## src/rtl/bpt_pkg.sv

```systemverilog
package bpt_pkg;

    typedef logic [1:0] bpt_ctr_t;

    localparam bpt_ctr_t CTR_STRONG_NT = 2'b00;
    localparam bpt_ctr_t CTR_WEAK_NT   = 2'b01;
    localparam bpt_ctr_t CTR_WEAK_T    = 2'b10;
    localparam bpt_ctr_t CTR_STRONG_T  = 2'b11;

endpackage

```

## src/rtl/bpt_pc_split.sv

```systemverilog
module bpt_pc_split #(
    parameter int unsigned PC_W  = 32,
    parameter int unsigned IDX_W = 4,
    parameter int unsigned OFS_W = 2,
    localparam int unsigned TAG_W = PC_W - IDX_W - OFS_W
) (
    input  logic [PC_W-1:0]  pc_i,
    output logic [IDX_W-1:0] idx_o,
    output logic [TAG_W-1:0] tag_o
);

    logic unused_ofs;

    assign idx_o      = pc_i[OFS_W +: IDX_W];
    assign tag_o      = pc_i[PC_W-1 : OFS_W+IDX_W];
    assign unused_ofs = ^pc_i[OFS_W-1:0];

endmodule

```

## src/rtl/bpt_ctr_next.sv

```systemverilog
module bpt_ctr_next
    import bpt_pkg::*;
#(
    parameter bit FOUR_STATE = 1'b1
) (
    input  bpt_ctr_t cur_i,
    input  logic     taken_i,
    output bpt_ctr_t nxt_o
);

    generate
        if (FOUR_STATE) begin : g_four
            always_comb begin
                nxt_o = cur_i;
                if (taken_i && cur_i != CTR_STRONG_T) begin
                    nxt_o = cur_i + 2'd1;
                end else if (!taken_i && cur_i != CTR_STRONG_NT) begin
                    nxt_o = cur_i - 2'd1;
                end
            end

            always_comb begin

                ctr_sat_chk: assert (!(taken_i && cur_i == CTR_STRONG_T) || nxt_o == CTR_STRONG_T);

                ctr_floor_chk: assert (taken_i || cur_i != CTR_STRONG_NT || nxt_o == CTR_STRONG_NT);
            end
        end else begin : g_two
            logic unused_cur;
            assign unused_cur = ^cur_i;
            assign nxt_o      = taken_i ? CTR_STRONG_T : CTR_STRONG_NT;
        end
    endgenerate

endmodule

```

## src/rtl/bpt_table.sv

```systemverilog
module bpt_table
    import bpt_pkg::*;
#(
    parameter int unsigned PC_W       = 32,
    parameter int unsigned IDX_W      = 4,
    parameter int unsigned OFS_W      = 2,
    parameter bit          FOUR_STATE = 1'b1
) (
    input  logic            clk_i,
    input  logic            rst_ni,
    input  logic [PC_W-1:0] lk_pc_i,
    output logic            lk_hit_o,
    output logic            lk_taken_o,
    output logic [PC_W-1:0] lk_target_o,
    input  logic            rs_valid_i,
    input  logic [PC_W-1:0] rs_pc_i,
    input  logic            rs_taken_i,
    input  logic [PC_W-1:0] rs_target_i,
    output logic            rs_mispredict_o
);

    localparam int unsigned ENTRIES = 1 << IDX_W;
    localparam int unsigned TAG_W   = PC_W - IDX_W - OFS_W;
    localparam bpt_ctr_t    CTR_NEW = FOUR_STATE ? CTR_WEAK_T : CTR_STRONG_T;

    typedef struct packed {
        logic [ENTRIES-1:0]                 valid;
        logic [ENTRIES-1:0][TAG_W-1:0]      tag;
        logic [ENTRIES-1:0][PC_W-1:0]       tgt;
        logic [ENTRIES-1:0][1:0]            ctr;
        logic                               mispredict;
    } bpt_state_t;

    bpt_state_t st_d, st_q;

    logic [IDX_W-1:0] lk_idx, rs_idx;
    logic [TAG_W-1:0] lk_tag, rs_tag;
    logic             rs_hit, rs_guess_taken, rs_wrong;
    bpt_ctr_t         rs_ctr_nxt;

    bpt_pc_split #(.PC_W(PC_W), .IDX_W(IDX_W), .OFS_W(OFS_W)) u_lk_split (
        .pc_i  (lk_pc_i),
        .idx_o (lk_idx),
        .tag_o (lk_tag)
    );

    bpt_pc_split #(.PC_W(PC_W), .IDX_W(IDX_W), .OFS_W(OFS_W)) u_rs_split (
        .pc_i  (rs_pc_i),
        .idx_o (rs_idx),
        .tag_o (rs_tag)
    );

    bpt_ctr_next #(.FOUR_STATE(FOUR_STATE)) u_ctr_next (
        .cur_i   (st_q.ctr[rs_idx]),
        .taken_i (rs_taken_i),
        .nxt_o   (rs_ctr_nxt)
    );

    // Lookup reads registered contents only, so a same-cycle update is not seen.
    assign lk_hit_o        = st_q.valid[lk_idx] && (st_q.tag[lk_idx] == lk_tag);
    assign lk_taken_o      = lk_hit_o && st_q.ctr[lk_idx][1];
    assign lk_target_o     = lk_hit_o ? st_q.tgt[lk_idx] : '0;
    assign rs_mispredict_o = st_q.mispredict;

    // Guess the table would have given for the resolving branch.
    assign rs_hit         = st_q.valid[rs_idx] && (st_q.tag[rs_idx] == rs_tag);
    assign rs_guess_taken = rs_hit && st_q.ctr[rs_idx][1];
    assign rs_wrong       = (rs_taken_i != rs_guess_taken) ||
                            (rs_taken_i && rs_guess_taken && (st_q.tgt[rs_idx] != rs_target_i));

    always_comb begin
        st_d            = st_q;
        st_d.mispredict = 1'b0;
        if (rs_valid_i) begin
            st_d.mispredict = rs_wrong;
            if (rs_hit) begin
                st_d.ctr[rs_idx] = rs_ctr_nxt;
                if (rs_taken_i) begin
                    st_d.tgt[rs_idx] = rs_target_i;
                end
            end else if (rs_taken_i) begin
                st_d.valid[rs_idx] = 1'b1;
                st_d.tag[rs_idx]   = rs_tag;
                st_d.tgt[rs_idx]   = rs_target_i;
                st_d.ctr[rs_idx]   = CTR_NEW;
            end
        end
    end

    always_ff @(posedge clk_i) begin
        if (!rst_ni) begin
            st_q <= '0;
        end else begin
            st_q <= st_d;
        end
    end


    miss_not_taken_chk: assert property (@(posedge clk_i) disable iff (!rst_ni)
        !lk_hit_o |-> (!lk_taken_o && lk_target_o == '0));


    idle_no_flush_chk: assert property (@(posedge clk_i) disable iff (!rst_ni)
        !rs_valid_i |=> !rs_mispredict_o);


    taken_installs_chk: assert property (@(posedge clk_i) disable iff (!rst_ni)
        (rs_valid_i && rs_taken_i) |=>
            (st_q.valid[$past(rs_idx)] && st_q.tag[$past(rs_idx)] == $past(rs_tag) &&
             st_q.tgt[$past(rs_idx)] == $past(rs_target_i)));


    nt_miss_keeps_chk: assert property (@(posedge clk_i) disable iff (!rst_ni)
        (rs_valid_i && !rs_taken_i && !rs_hit) |=>
            (st_q.valid == $past(st_q.valid) && st_q.tag == $past(st_q.tag)));


    target_flush_chk: assert property (@(posedge clk_i) disable iff (!rst_ni)
        (rs_valid_i && rs_taken_i && lk_hit_o && lk_pc_i == rs_pc_i && lk_taken_o &&
         lk_target_o != rs_target_i) |=> rs_mispredict_o);

endmodule

```

## config.mk

```make
export PLATFORM = sky130hd
export DESIGN_NAME = bpt_table
export DESIGN_NICKNAME = d
export VERILOG_FILES = /design/src/rtl/bpt_pkg.sv /design/src/rtl/bpt_pc_split.sv /design/src/rtl/bpt_ctr_next.sv /design/src/rtl/bpt_table.sv
export SDC_FILE = /design/constraint.sdc
export NUM_CORES = 2
export LEC_CHECK = 0
export BUFFER_PORTS_ARGS = -buffer_cell sky130_fd_sc_hd__buf_2
export CAP_MARGIN = 40
export CORE_MARGIN = 2
export CORE_UTILIZATION = 56
export CTS_BUF_LIST = sky130_fd_sc_hd__clkbuf_8
export DETAILED_ROUTE_END_ITERATION = 10
export GPL_ROUTABILITY_DRIVEN = 0
export GPL_TIMING_DRIVEN = 0
export HOLD_SLACK_MARGIN = 0.12
export PLACE_DENSITY = 0.73
export SYNTH_ARGS = -nofsm -noshare
export SYNTH_HDL_FRONTEND = slang
export SYNTH_SLANG_ARGS = --single-unit
```

## constraint.sdc

```tcl
create_clock -name clk_i -period 4.6 [get_ports clk_i]
set_input_delay 0.23 -clock clk_i [delete_from_list [all_inputs] [get_ports clk_i]]
set_output_delay 0.23 -clock clk_i [all_outputs]
set_load 0.01 [all_outputs]
```

==> metrics.md <==
| Metric | Value |
|---|---|
| Total of buffers placed on input and output ports | `88` |
| Net count after synthesis | `5,165` |
| Slew Limit Headroom | `19.4%` |
| Hold EP | `st_q[432]` |
| Global-route wire length before repair | `312,000 um` |
| Insertion delay of the later-clocked pin in the worst-skew pair | `0.94 ns` |
| Placeable Area | `0.0901 mm2` |
| Violations in the final reports | `design-rule violations, negative setup slack` |
| Stages on worst setup path | `14` |
| Top delay family on crit path | `buffers and inverters` |
| Most frequent standard cell in the layout excluding fill and tap cells | `sky130_fd_sc_hd__nand2_1` |
| Number of global-route vias before repair | `~46,000` |
| Final hold viol count | `0` |
| Hold slack final | `0.300 ns` |
| Initial core utilization | `56.6%` |
| Final net count | `~5,600` |
| Most frequent cells in the layout | `1,525 x sky130_fd_sc_hd__nand2_1, 977 x sky130_fd_sc_hd__dfxtp_1, 553 x sky130_fd_sc_hd__mux4_2` |
| Sequential share of the synthesized area | `between 30% and 40%` |
| DRC marker count from the first detailed-route iteration | `10,044` |
| Post-route non-filler standard cell count | `6,774` |
| WHS Path Cells | `4` |
| Power Density | `318 mW/mm2` |
| Type of the setup path with the least slack | `input pin to register` |
| Leakage power | `19.6 nW` |
| Ys Warns | `0` |
| Total via count in the routed design | `48,470` |
| Run status | `complete, but fails checks` |
| Avg Inst Size Synth | `10.1 um2` |
| Slew of the pin with the lowest slew margin | `1.20 ns` |
| Avg Vias per Cell | `7.16` |
| Beginning of the worst hold path | `rs_target_i[15]` |
| Overall power consumption | `18.5 mW` |
| Worst-path maximum fanout | `10` |
| Setup WS post-layout | `-0.162 ns` |
| Row count | `110` |
| Initial antenna violation count | `11` |
| Placed Cells | `6,418` |
| Overall die area | `0.0935 mm2` |
| TritonCTS sink count | `roughly 1,000` |
| Post-DR wirelength/cell | `32.5 um` |
| Number of CTS-inserted buffers | `between 150 and 200` |
| Required time at the worst-slack endpoint | `5.32 ns` |
| Post-synthesis cell type with the largest combined area | `sky130_fd_sc_hd__dfxtp_1` |
| Pin count of the biggest net entering global routing | `29` |
| Count of pins on the block boundary | `about 140` |
| Maximum Capacitance Violations | `0` |
| Cell area after synthesis | `0.0510 mm2` |
| Capturing element type of the critical path | `register` |
| Share of layout cells above drive strength 1 | `20.2%` |
| R2r setup slk | `between 0.3 and 0.4 ns` |
| Final setup violating endpoints | `36` |
| Number of enable flip-flop cells after synthesis | `0` |
| Layout overhead on the synthesized area | `14.3%` |
| Global-route usage over all layers | `46.4%` |
| Number of synthesized register bits | `977` |
| Leading cell types by total area after synthesis | `sky130_fd_sc_hd__dfxtp_1 38%, sky130_fd_sc_hd__mux4_2 24%, sky130_fd_sc_hd__nand2_1 11%, sky130_fd_sc_hd__mux2i_1 10%, sky130_fd_sc_hd__a21oi_1 5.2%` |
| Placement Setup Slack | `-1.63 ns` |
| Share of synthesized registers carrying an async set or reset | `0%` |
| Most common cell type on the critical path | `sky130_fd_sc_hd__buf_2` |
| Kind of start point of the critical path | `input pin` |
| Number of levels in the clock H-tree | `4` |
| Number of iterations in the first detailed-routing pass | `11` |
| Residual antenna-violating net count after detailed routing | `0` |
| Maximum achievable frequency | `210 MHz` |
| Root buffer selected by CTS | `sky130_fd_sc_hd__clkbuf_8` |
| Remaining Overflow, GRT | `0` |
| Largest voltage drop on the vdd net | `about 0.00031 V` |
| HPWL after DPL | `154,000 um` |
| Minimum clock period | `4.76 ns` |
| Worst flop-to-flop path endpoint | `st_q[660]` |
| Final wirelength | `between 200,000 and 250,000 um` |
| Filler instances | `7,081` |
| Most instantiated flip-flop cell in the synthesis netlist | `sky130_fd_sc_hd__dfxtp_1` |
| Clk slew on worst S/H paths | `0.06 ns` |
| Max-slew violations | `0` |
| Fin crit share | `104%` |
| Netlist cell types | `between 60 and 70` |
| Launch instance of the worst register-to-register path | `st_q[840]` |
| Area share of the leading cell type in the synthesized netlist | `38.3%` |
| Slowest stage delay, CP | `0.60 ns` |
| Residual DRC | `11` |
| TritonCTS clock tree | `yes` |
| Series of cell instances along the critical path | `buf_2 > buf_2 > buf_4 > buf_2 > buf_2 > clkbuf_4 > mux4_2 > mux4_2 > xnor2_1 > nand4_1 > nor4_1 > nand2_1 > a21oi_1 > nor2_1` |
| Worst endpoint data arrival time | `5.48 ns` |
| CP bufs+invs | `6` |
| Setup skew after layout | `roughly 0.11 ns` |
| Number of cells traversed by the worst register-to-register path | `12` |
| Type of the worst min-delay path | `input pin to register` |
| Setup repair after global routing missed its margin | `no` |
| Die Wd | `306 um` |
| Number of instances in the synthesized netlist | `5,062` |
| Chip Height | `around 310 um` |
| Clock Tree Buf Depth | `3` |
| Slowest stage cell, crit path | `sky130_fd_sc_hd__mux4_2` |
## through the flow
step | util, % | cell area [um2] | TNS [ns]
after floorplan | - | 51000 | 0
after global placement | 58.7 | 52900 | -637.41
after detailed placement | 60.0 | 54100 | -372.44
after CTS | 64.4 | 58000 | 0
after global routing | 64.6 | 58300 | 0
final | 64.6 | 58300 | -0.996
## synthesized netlist by cell type (19+ instances only)
| cell type | number |
|---|---|
| sky130_fd_sc_hd__a21oi_1 | 526 |
| sky130_fd_sc_hd__clkbuf_1 | 371 |
| sky130_fd_sc_hd__nor2_1 | 42 |
| sky130_fd_sc_hd__a22oi_1 | 19 |
| sky130_fd_sc_hd__nand4_1 | 23 |
| sky130_fd_sc_hd__buf_6 | 24 |
| sky130_fd_sc_hd__buf_2 | 51 |
| sky130_fd_sc_hd__buf_1 | 42 |
| sky130_fd_sc_hd__o21ai_0 | 30 |
| sky130_fd_sc_hd__o21a_1 | 27 |
| sky130_fd_sc_hd__nor2b_1 | 44 |
| sky130_fd_sc_hd__mux4_2 | 553 |
| sky130_fd_sc_hd__dfxtp_1 | 977 |
| sky130_fd_sc_hd__mux2i_1 | 507 |
| sky130_fd_sc_hd__nand3_1 | 29 |
| sky130_fd_sc_hd__nand2_1 | 1525 |
| sky130_fd_sc_hd__xnor2_1 | 61 |
## tightest hold or removal path, delay by kind of cell
kind	cells	cell delay, ns
and+or+nand+nor	1	0.10
AOI/OAI and AO/OA	1	0.05
buffers and inverters	2	0.74
## layout make-up
cell class / instances / area, um2 / area share (%)
tap: 1176 / 1470 / 2.52
clock inverter: 82 / 472 / 0.809
timing repair buffer: 254 / 2390 / 4.10
sequential: 977 / 19600 / 33.6
antenna: 5 / 12.5 / 0.0215
buffer: 494 / 2260 / 3.87
clock buffer: 200 / 2750 / 4.72
multi-input combinational: 3567 / 29300 / 50.3
inverter: 19 / 71.3 / 0.122
## registers in the layout, indices dropped and copies added, names as in the netlist
register and flops:
st_q 976, rs_mispredict_o 1
## worst max path at each step
stage	slack, ns	to	start
2_1_floorplan	0.57	st_q[8]	rs_pc_i[3]
3_3_place_gp	-2.21	rs_mispredict_o	rs_pc_i[3]
3_5_place_dp	-1.63	rs_mispredict_o	rs_pc_i[2]
4_1_cts	0.05	lk_target_o[20]	lk_pc_i[2]
5_1_grt	0.003	lk_target_o[31]	st_q[556]
6_report	-0.16	rs_mispredict_o	rs_pc_i[2]
## timing repair
item | in CTS | in global routing
hold buffers | 61 | 0
setup endpoints to repair | 35 | 100
hold endpoints to repair | 630 | 0
gates resized for setup | 27 | 45
pin swaps | 1 | 1
setup buffers | 2 | 0
## kinds of logic after synthesis
group	after synthesis	synth area share, %
and+or+nand+nor	1740	13.9
xor gates and xnor gates	72	1.25
AOI/OAI and AO/OA	676	7.32
DFF	977	38.3
muxes	1076	34.8
adders and majority gates	3	0.0736
buffers and inverters	518	4.40
## power by group
part | internal [mW] | switching [mW]
Combinational | 0.623 | 1.40
Sequential | 8.53 | 0.0525
Clock | 4.04 | 3.88
## routing by layer
metal	vias up	wire (um)	global-route usage, %	share of wire (%)
met1	22877	70400	54.9	32
li1	18873	-	-	-
met2	5151	86000	62.7	39
met4	19	21000	33.4	9.5
met5	-	397	2.27	0.18
met3	1550	42400	26.0	19
(Power assumes the default switching activity.)
